$ cat src/rtl/ptg_pkg.sv
// Shared definitions for the panel timing generator.
// Holds the control-word bit positions and the decoded control record.
package ptg_pkg;
    localparam int FIELD_W   = 16;
    localparam int EN_BIT    = 0;
    localparam int PCLK_BIT  = 1;
    localparam int HSLOW_BIT = 2;
    localparam int VSLOW_BIT = 3;
    localparam int CBHI_BIT  = 5;
    localparam int MODE_LSB  = 28;
    localparam logic [3:0] MODE_BLANKED = 4'd7;

    typedef struct packed {
        logic enable;
        logic pclk_inv;
        logic hs_low;
        logic vs_low;
        logic cb_high;
        logic blanked;
    } ptg_ctrl_t;
endpackage

$ cat src/rtl/ptg_axis_counter.sv
// One raster axis counter: counts 0..total-1 while enabled and stepping.
// Assumes total >= 1 and that total is held constant while enabled.
module ptg_axis_counter #(
    parameter int CNT_W = 12
) (
    input  logic             clk,
    input  logic             rst_n,
    input  logic             en,
    input  logic             step,
    input  logic [CNT_W-1:0] total,
    output logic [CNT_W-1:0] cnt,
    output logic             wrap
);
    localparam logic [CNT_W-1:0] ONE = {{(CNT_W-1){1'b0}}, 1'b1};

    // Last position of the axis reached on a stepping cycle.
    assign wrap = step && (cnt == total - ONE);

    // Advance, wrap, or hold at zero while disabled.
    always_ff @(posedge clk) begin
        if (!rst_n || !en)
            cnt <= '0;
        else if (step)
            cnt <= wrap ? '0 : cnt + ONE;
    end


    cnt_range_chk: assert property (@(posedge clk) disable iff (!rst_n)
        (total != '0) |-> (cnt < total));
endmodule

$ cat src/rtl/ptg_phase_decode.sv
// Region decode for one axis: visible, then front porch, sync, back porch.
// Assumes the region sums do not overflow the field width.
module ptg_phase_decode #(
    parameter int CNT_W   = 12,
    parameter int FIELD_W = 16
) (
    input  logic [CNT_W-1:0]   cnt,
    input  logic [FIELD_W-1:0] act,
    input  logic [FIELD_W-1:0] fp,
    input  logic [FIELD_W-1:0] sw,
    output logic               in_active,
    output logic               in_sync
);
    localparam int PAD = FIELD_W - CNT_W;

    logic [FIELD_W-1:0] pos, sync_start, sync_end;

    // Widen the count and locate the sync window.
    always_comb begin
        pos        = {{PAD{1'b0}}, cnt};
        sync_start = act + fp;
        sync_end   = sync_start + sw;
        in_active  = pos < act;
        in_sync    = (pos >= sync_start) && (pos < sync_end);
    end
endmodule

$ cat src/rtl/ptg_out_stage.sv
// Output register stage: aligns syncs, data-enable, blank and coordinates,
// applies pin polarities and forms the vsync-assertion trigger.
// Assumes polarity selects change only while the raster is disabled.
module ptg_out_stage #(
    parameter int CNT_W = 12
) (
    input  logic             clk,
    input  logic             rst_n,
    input  logic             en,
    input  logic             hs_next,
    input  logic             vs_next,
    input  logic             de_next,
    input  logic [CNT_W-1:0] x_next,
    input  logic [CNT_W-1:0] y_next,
    input  logic             hs_low,
    input  logic             vs_low,
    input  logic             cb_high,
    output logic             hsync,
    output logic             vsync,
    output logic             de,
    output logic             cblank,
    output logic             dma_trig,
    output logic [CNT_W-1:0] pix_x,
    output logic [CNT_W-1:0] pix_y
);
    logic hs_q, vs_q, cb_q;

    // Register the decoded raster state, or park it while idle.
    always_ff @(posedge clk) begin
        if (!rst_n || !en) begin
            hs_q     <= 1'b0;
            vs_q     <= 1'b0;
            de       <= 1'b0;
            cb_q     <= 1'b1;
            dma_trig <= 1'b0;
            pix_x    <= '0;
            pix_y    <= '0;
        end else begin
            hs_q     <= hs_next;
            vs_q     <= vs_next;
            de       <= de_next;
            cb_q     <= !de_next;
            dma_trig <= vs_next && !vs_q;
            pix_x    <= x_next;
            pix_y    <= y_next;
        end
    end

    // Apply the programmed assertion levels at the pins.
    assign hsync  = hs_q ^ hs_low;
    assign vsync  = vs_q ^ vs_low;
    assign cblank = cb_q ^ !cb_high;


    dma_edge_chk: assert property (@(posedge clk) disable iff (!rst_n)
        (dma_trig && $stable(vs_low)) |-> ((vsync == !vs_low) && ($past(vsync) == vs_low)));

    idle_out_chk: assert property (@(posedge clk) disable iff (!rst_n)
        !$past(en) |-> (!de && !dma_trig && pix_x == '0 && pix_y == '0));
endmodule

$ cat src/rtl/ptg_irq_status.sv
// Frame-done status bit: set by the raster event, cleared by writing zero.
// A set in the same cycle as a clear takes priority.
module ptg_irq_status (
    input  logic clk,
    input  logic rst_n,
    input  logic set,
    input  logic wr,
    input  logic wdata,
    output logic status
);
    logic clr;
    assign clr = wr && !wdata;

    // Hold, set on the event, or clear on a zero write.
    always_ff @(posedge clk) begin
        if (!rst_n)
            status <= 1'b0;
        else if (set)
            status <= 1'b1;
        else if (clr)
            status <= 1'b0;
    end


    status_set_chk: assert property (@(posedge clk) disable iff (!rst_n)
        set |=> status);

    status_clear_chk: assert property (@(posedge clk) disable iff (!rst_n)
        (clr && !set) |=> !status);

    status_keep_chk: assert property (@(posedge clk) disable iff (!rst_n)
        (status && !clr) |=> status);
endmodule

$ cat src/rtl/panel_timing_gen.sv
// Parallel panel timing generator top.
// Counts pixels and lines on the pixel clock and derives sync, data-enable,
// composite blank, the frame fetch trigger and the frame-done status.
// Assumes each total stays within MAX_TOTAL and config is static while enabled.
module panel_timing_gen
    import ptg_pkg::*;
#(
    parameter int  MAX_TOTAL = 2048,
    localparam int CNT_W     = $clog2(MAX_TOTAL) + 1
) (
    input  logic             clk,
    input  logic             rst_n,
    input  logic [31:0]      cfg_ctrl,
    input  logic [31:0]      cfg_active,
    input  logic [31:0]      cfg_hporch,
    input  logic [31:0]      cfg_vporch,
    input  logic [31:0]      cfg_sync,
    input  logic             irq_wr,
    input  logic             irq_wdata,
    output logic [31:0]      total_size,
    output logic             hsync,
    output logic             vsync,
    output logic             de,
    output logic             cblank,
    output logic             pclk_inv,
    output logic [CNT_W-1:0] pix_x,
    output logic [CNT_W-1:0] pix_y,
    output logic             dma_trig,
    output logic             frame_irq
);
    localparam int PAD = FIELD_W - CNT_W;
    localparam logic [FIELD_W-1:0] ONE16 = {{(FIELD_W-1){1'b0}}, 1'b1};

    ptg_ctrl_t ctrl;
    logic unused_ctrl_bits;

    // Decode the control word.
    always_comb begin
        ctrl.enable   = cfg_ctrl[EN_BIT];
        ctrl.pclk_inv = cfg_ctrl[PCLK_BIT];
        ctrl.hs_low   = cfg_ctrl[HSLOW_BIT];
        ctrl.vs_low   = cfg_ctrl[VSLOW_BIT];
        ctrl.cb_high  = cfg_ctrl[CBHI_BIT];
        ctrl.blanked  = cfg_ctrl[MODE_LSB +: 4] == MODE_BLANKED;
    end
    assign unused_ctrl_bits = ^{cfg_ctrl[27:6], cfg_ctrl[4]};
    assign pclk_inv = ctrl.pclk_inv;

    // Per-axis fields, index 0 horizontal, index 1 vertical.
    logic [1:0][FIELD_W-1:0] act_a, fp_a, sw_a, bp_a, tot_a;
    logic [1:0][CNT_W-1:0]   cnt_a;
    logic [1:0]              step_a, wrap_a, in_act_a, in_sync_a;

    assign act_a = {cfg_active[31:16], cfg_active[15:0]};
    assign fp_a  = {cfg_vporch[15:0],  cfg_hporch[15:0]};
    assign bp_a  = {cfg_vporch[31:16], cfg_hporch[31:16]};
    assign sw_a  = {cfg_sync[31:16],   cfg_sync[15:0]};
    assign step_a = {wrap_a[0], 1'b1};

    genvar ax;
    generate
        for (ax = 0; ax < 2; ax++) begin : g_axis
            // Total of one axis from its four regions.
            assign tot_a[ax] = act_a[ax] + fp_a[ax] + sw_a[ax] + bp_a[ax];

            ptg_axis_counter #(.CNT_W(CNT_W)) u_cnt (
                .clk   (clk),
                .rst_n (rst_n),
                .en    (ctrl.enable),
                .step  (step_a[ax]),
                .total (tot_a[ax][CNT_W-1:0]),
                .cnt   (cnt_a[ax]),
                .wrap  (wrap_a[ax])
            );

            ptg_phase_decode #(.CNT_W(CNT_W), .FIELD_W(FIELD_W)) u_dec (
                .cnt       (cnt_a[ax]),
                .act       (act_a[ax]),
                .fp        (fp_a[ax]),
                .sw        (sw_a[ax]),
                .in_active (in_act_a[ax]),
                .in_sync   (in_sync_a[ax])
            );
        end
    endgenerate

    assign total_size = {tot_a[1], tot_a[0]};

    logic de_next, frame_done;

    // Visible-pixel and last-visible-pixel decode.
    always_comb begin
        de_next    = in_act_a[0] && in_act_a[1] && !ctrl.blanked;
        frame_done = ctrl.enable
                     && ({{PAD{1'b0}}, cnt_a[0]} == act_a[0] - ONE16)
                     && ({{PAD{1'b0}}, cnt_a[1]} == act_a[1] - ONE16);
    end

    ptg_out_stage #(.CNT_W(CNT_W)) u_out (
        .clk      (clk),
        .rst_n    (rst_n),
        .en       (ctrl.enable),
        .hs_next  (in_sync_a[0]),
        .vs_next  (in_sync_a[1]),
        .de_next  (de_next),
        .x_next   (cnt_a[0]),
        .y_next   (cnt_a[1]),
        .hs_low   (ctrl.hs_low),
        .vs_low   (ctrl.vs_low),
        .cb_high  (ctrl.cb_high),
        .hsync    (hsync),
        .vsync    (vsync),
        .de       (de),
        .cblank   (cblank),
        .dma_trig (dma_trig),
        .pix_x    (pix_x),
        .pix_y    (pix_y)
    );

    ptg_irq_status u_irq (
        .clk    (clk),
        .rst_n  (rst_n),
        .set    (frame_done),
        .wr     (irq_wr),
        .wdata  (irq_wdata),
        .status (frame_irq)
    );


    de_window_chk: assert property (@(posedge clk) disable iff (!rst_n)
        de |-> (({{PAD{1'b0}}, pix_x} < act_a[0]) && ({{PAD{1'b0}}, pix_y} < act_a[1])));

    blank_de_chk: assert property (@(posedge clk) disable iff (!rst_n)
        $past(ctrl.blanked) |-> !de);
endmodule

$ cat config.mk
export PLATFORM = sky130hd
export DESIGN_NAME = panel_timing_gen
export DESIGN_NICKNAME = d
export VERILOG_FILES = /design/src/rtl/ptg_pkg.sv /design/src/rtl/ptg_axis_counter.sv /design/src/rtl/ptg_phase_decode.sv /design/src/rtl/ptg_out_stage.sv /design/src/rtl/ptg_irq_status.sv /design/src/rtl/panel_timing_gen.sv
export SDC_FILE = /design/constraint.sdc
export NUM_CORES = 1
export LEC_CHECK = 0
export CORE_ASPECT_RATIO = 1.5
export CORE_MARGIN = 4
export CORE_UTILIZATION = 45
export CTS_CLUSTER_DIAMETER = 150
export DETAILED_ROUTE_END_ITERATION = 12
export DONT_BUFFER_PORTS = 1
export GPL_TIMING_DRIVEN = 0
export PLACE_DENSITY = 0.7
export SYNTH_ARGS = -nofsm -noshare
export SYNTH_HDL_FRONTEND = slang
export SYNTH_SLANG_ARGS = --single-unit
export TNS_END_PERCENT = 100
$ cat constraint.sdc
create_clock -name clk -period 7.8 [get_ports clk]
set_input_delay 1.95 -clock clk [delete_from_list [all_inputs] [get_ports clk]]
set_output_delay 1.95 -clock clk [all_outputs]
set_load 0.05 [all_outputs]
# [After elaboration in Yosys (flattened, before gate mapping)]
# Cells that the tools add are included.
[word_totals] ff_bits=54 latch_bits=0 ramBits=0 mem_bits_ro=0 word_cells=58 n_memories=0
[classes] add_sub_neg=12 n_mul=0 div=0 n_lt_le_gt_ge=6 n_eq_ne=5 shifts=0 n_mux=3 n_bitwise=3 reduce_logical=19
[ops] cell="$add A16 B16 Y16" n=6
[ops] cell="$lt A12 B16 Y1" n=4
[ops] cell="$eq A12 B16 Y1" n=2
[ops] cell="$ge A12 B16 Y1" n=2
[ops] cell="$sub A16 B1 Y16 const B" n=2
[ops] cell="$add A12 B1 Y12 const B" n=2
[ops] cell="$eq A12 B12 Y1" n=2
[ops] cell="$sub A12 B1 Y12 const B" n=2
[ops] cell="$mux W12" n=1
[ops] cell="$logic_and A1 B1 Y1" n=9
[ops] cell="$logic_not A1 Y1" n=7
[ops] cell="$eq A4 B3 Y1 const B" n=1
[ops] cell="$xor A1 B1 Y1" n=3
[ops] cell="$mux W1" n=2
[ops] cell="$reduce_bool A2 Y1" n=1
[ops] cell="$reduce_or A2 Y1" n=1
[ops] cell="$logic_or A1 B1 Y1" n=1

# [Logic depth before layout (Yosys ltp)]
[logic_depth] depth_word=7 mapped_depth=26 mapped_depth_nobuf=25

# [Cells and area by module]
# From an unflattened synthesis, not the netlist that was laid out.
[unflattened] hier_cells=1427 area_unflattened_um2=11394.7
[by_module_without_submodules] module="panel_timing_gen" n_inst=1 cells_per_inst=503 area_per_inst_um2=3952.5
[by_module_without_submodules] module="ptg_phase_decode (g_axis[0].u_dec)" n_inst=1 cells_per_inst=303 area_per_inst_um2=2284.7
[by_module_without_submodules] module="ptg_phase_decode (g_axis[1].u_dec)" n_inst=1 cells_per_inst=290 area_per_inst_um2=2209.6
[by_module_without_submodules] module="ptg_axis_counter" n_inst=2 cells_per_inst=130 area_per_inst_um2=1027.2
[by_module_without_submodules] module="ptg_out_stage" n_inst=1 cells_per_inst=67 area_per_inst_um2=852.1
[by_module_without_submodules] module="ptg_irq_status" n_inst=1 cells_per_inst=4 area_per_inst_um2=41.3

# [Worst setup path after synthesis]
# No wires, ideal clock.
[synth_timing] path_type="input port to output port" startpoint="in cfg_active[0]" endpoint="out total_size[15]" t_arrival_ps=6719 required_ps=5850 path_slack_ps=-869 cell_stages=23 path_buffers=1 cell_sequence="ha_1 -> fa_1 -> a21o_1 -> a21oi_1 -> o21bai_1 -> a31o_2 -> a21oi_1 -> xnor2_1 -> ha_1 -> a21o_1 -> a221o_1 -> a31oi_1 -> xnor2_1 -> ha_1 -> clkbuf_1 -> o21ai_0 -> a21oi_1 -> o21ai_0 -> a21boi_0 -> nor2_1 -> o21bai_1 -> a21oi_1 -> xor2_1"
[synth_between] elab_chain_cells=3
[synth_rtl] item="from (decl)" line="panel_timing_gen.sv:14" text="input logic [31:0] cfg_active,"
[synth_rtl] item="$add A16 B16 Y16 (3 in a row)" line="panel_timing_gen.sv:64" text="assign tot_a[ax] = act_a[ax] + fp_a[ax] + sw_a[ax] + bp_a[ax];"
[synth_rtl] item="to (decl)" line="panel_timing_gen.sv:20" text="output logic [31:0] total_size,"
# Every way passes these cells.

# [Worst setup path after layout]
[layout_timing] startpoint="in cfg_active[17]" endpoint="out total_size[31]"
# The elaborated chain is that of the path after synthesis.

==> flow_summary_export.csv <==
group,metric,value,unit
outcome,outcome,"finished, violations left",
die,start_util,0.460,
power,p_seq_frac,0.073,
final_layout,seq_area,0.00108,mm2
outcome,failed_checks,"negative setup slack",
clock_tree,htree_levels,2,
sta,maxSlewViolCount,0,
critical_path,cp-start-kind,"input port",
critical_path,critPathMaxStageDelay,430,ps
route,avgViaCountPerCell,5.97,
critical_path,crit_arrival,6320,ps
job,cap_violations,0,
yosys,yosysUniqueCellTypes,81,
yosys,syn_nets,1558,
route,drt_wl_total,29.8,mm
sta,hold_viol_final,0,
final_layout,fill_cells,1918,
yosys,syn_area,0.00947,mm2
global_route,grt_remaining_overflow,0,
power,p_comb_frac,0.861,
die,core_area,0.0206,mm2
critical_path,cp_cell_sequence,"ha_1, a21o_1, a21oi_4, o21ai_0, a21oi_1, xnor2_1, ha_1, o21a_1, o21ai_1, nand2_1, a21oi_2, xnor2_2, ha_4, and3_4, a2111o_1, a21oi_2, o21bai_1, a21o_1, a21o_1, a21oi_2, xnor2_1, xnor3_2",
clock_tree,insertion_delay,310,ps
yosys,ys.warnings.count,0,
hold_path,hp-class,"reg -> reg",
route,drc_errors,0,
sta,rsz0062_at_grt,"true",
sta,setup-violations-final,8,
die,fp-row-count,64,
sta,tns,-1950,ps
critical_path,end_kind,"primary output",
critical_path,cp_max_fo,4,
critical_path,critPathKind,"in -> out",
final_layout,syn2layout_area_growth,18.7,%
power,cell_internal_pwr,1.59,mW
final_layout,layout.nets,1613,
clock_tree,clk_pin_slew_worst_paths,80,ps
final_layout,utilization,0.546,
clock_tree,tritoncts,"done",
power,swShare,0.586,
placed_design,placed_area,0.0100,mm2
critical_path,critPathSlowestCell,"xnor3_2",
placed_design,gp_congestion,0.897,
route,final_antenna_net_count,0,
sta,skew,4.18,ps
sta,maxSlewHeadroom,0.175,
power,p_leak,5.12,nW
route,routed-via-count,9202,
sta,fmax,0.121,GHz
die,io_pins,227,
yosys,synth_edf_count,0,
critical_path,crit_required,5850,ps
yosys,seq_area_frac_synth,0.114,
yosys,synthCells,1221,
route,routedWlPerCell,19.3,um
final_layout,layout-drive-gt1-share,0.157,
clock_tree,clock-sinks,54,
global_route,grt_pass1_vias,9263,
sta,period_share,1.06,
clock_tree,cts_root_buf,"clkbuf_16",
die,die_w,126,um
power,vdd_ir_drop_max,0.494,mV
global_route,grt_max_degree,20,
power,power.switching,2.25,mW
clock_tree,ctsHoldBuffers,0,
power,power_density,342,mW/mm2
die,die_y,186,um
global_route,grt_use_total,0.242,
sta,layout_setup_ws,-472,ps
global_route,grt_first_pass_wirelength,46.0,mm
route,dr.pass1.iters,7,
power,p_clk_frac,0.066,
sta,tightest_slew,1230,ps
die,die_area,0.0235,mm2
final_layout,fin_area,0.0112,mm2
placed_design,hpwl,24.3,mm
yosys,synth_ff_type,"dfxtp_1",
yosys,ys_ff_latch,54,
sta,finalCriticalPeriod,8270,ps
yosys,async_reset_ff_frac,0,
placed_design,io_buffers,0,
final_layout,antenna_cells,0,
route,drtIter0Drc,364,
global_route,grt_antenna_before_repair,0,
clock_tree,cts.path.max_buffers,2,
final_layout,multi_input_area,0.00869,mm2
yosys,syn_avg_cell_area,7.76,um2
clock_tree,numCtsBuffers,5,
registers in the layout, summed over array words and instances (netlist names):
signal	flops
u_out.dma_trig	1
g_axis.u_cnt.cnt	24
u_irq.status	1
u_out.de	1
u_out.vs_q	1
u_out.hs_q	1
u_out.pix_y	12
u_out.cb_q	1
u_out.pix_x	12
final cells by class:
class                      count  area share
timing repair buffer          49      0.0337
clock inverter                 3     0.00256
multi-input combinational   1011       0.773
clock buffer                   5      0.0111
tap                          264      0.0294
sequential                    54      0.0962
buffer                        28      0.0116
inverter                     127      0.0426
worst max-delay path: cells and delay by family:
| kind | cells | cell delay (ps) |
|---|---|---|
| AOI/OAI and AO/OA | 13 | 2340 |
| adders and majority gates | 3 | 840 |
| and+or+nand+nor | 2 | 270 |
| xor gates and xnor gates | 4 | 930 |
power by group through the flow:
| stage | registers, mW | clock network, mW | logic (mW) |
|---|---|---|---|
| floorplan | 0.287 | 0 | 2.34 |
| global placement | 0.288 | 0 | 2.70 |
| detailed placement | 0.288 | 0 | 2.74 |
| CTS | 0.281 | 0.258 | 3.03 |
| global route | 0.282 | 0.268 | 3.55 |
| finish | 0.281 | 0.255 | 3.31 |
metal layers:
layer	track usage	vias up	wire, um	part of all wire
li1	-	4551	-	-
met1	0.243	4322	10700	0.36
met2	0.485	248	16400	0.55
met3	0.0399	81	1470	0.049
met4	0.0945	0	1280	0.043
met5	0	-	0	0
synthesized netlist by cell type (all sizes together), types with 9 or more instances:
| library cell | instances | share of area |
|---|---|---|
| nand4 | 11 | 0.0073 |
| nor2 | 79 | 0.031 |
| or3 | 20 | 0.013 |
| dfxtp | 54 | 0.11 |
| clkbuf | 24 | 0.0095 |
| a21o | 34 | 0.027 |
| or2 | 10 | 0.0066 |
| nor4 | 17 | 0.012 |
| nand2 | 44 | 0.017 |
| nor3 | 31 | 0.016 |
| o31ai | 11 | 0.0098 |
| inv | 126 | 0.050 |
| a211oi | 15 | 0.012 |
| o21ai | 50 | 0.026 |
| nand3 | 44 | 0.023 |
| nand2b | 12 | 0.0079 |
| xnor2 | 91 | 0.084 |
| a21oi | 83 | 0.044 |
| and3 | 30 | 0.020 |
| a31oi | 10 | 0.0066 |
| ha | 167 | 0.22 |
| o21a | 32 | 0.025 |
| nor2b | 9 | 0.0059 |
| o21bai | 17 | 0.013 |
| or4 | 9 | 0.0071 |
| xor2 | 60 | 0.055 |
| o211ai | 23 | 0.019 |
worst paths after layout:
check / slack (ps) / cells after the start / start / to
setup / recovery: -470 / 22 / cfg_active[17] / total_size[31]
hold / removal: 440 / 1 / u_out.vs_q$_SDFF_PP0_ / u_out.dma_trig$_SDFF_PP0_
setup reg to reg: 4080 / 8 / g_axis[1].u_cnt.cnt[6]$_SDFFE_PP0N_ / g_axis[1].u_cnt.cnt[9]$_SDFFE_PP0N_
hold reg to reg: 440 / 1 / u_out.vs_q$_SDFF_PP0_ / u_out.dma_trig$_SDFF_PP0_
cell families after synthesis:
group           count (synthesis)  share of synthesized area
fa+ha+maj                     173                      0.233
flops                          54                      0.114
xor+xnor                      156                      0.152
compound gates                339                      0.246
mux                             5                    0.00528
simple gates                  338                      0.187
buf+inv                       156                     0.0626
layout by cell type, fill, tap and decap left out, types with 7 or more instances in the layout:
master      n
a211oi_1   13
a21o_1     33
a21oi_1    54
a21oi_2    23
a31oi_1     7
and3_1     28
buf_4      47
clkbuf_1   19
dfxtp_1    54
ha_1      152
ha_4        9
inv_1     123
nand2_1    44
nand2b_1   10
nand3_1    44
nand4_1    11
nor2_1     76
nor2b_1     9
nor3_1     30
nor4_1     16
o211ai_1   21
o21a_1     32
o21ai_0    36
o21ai_2     7
o21bai_1   12
o31ai_1     9
or2_2       7
or3_1      19
or4_1       9
xnor2_1    74
xnor2_2    15
xor2_1     49
xor2_4      7
per-stage QoR:
| stage | hold WS, ps | std cells | setup slack (ps) | power [mW] |
|---|---|---|---|---|
| final | 443 | 1541 | -472 | 3.84 |
| after global routing | 473 | 1541 | -673 | 4.10 |
| after CTS | 446 | 1517 | -510 | 3.57 |
| after detailed placement | 433 | 1485 | -856 | 3.03 |
| after global placement | 432 | 1485 | -769 | 2.99 |
| after floorplan | 419 | 1221 | -246 | 2.63 |
repair_timing:
action | in CTS | in global routing
gates resized for setup | 70 | 66
endpoints found under the setup margin | 36 | 36
pin swaps | 58 | 54
setup buffers | 25 | 26
(Power assumes the default switching activity.)
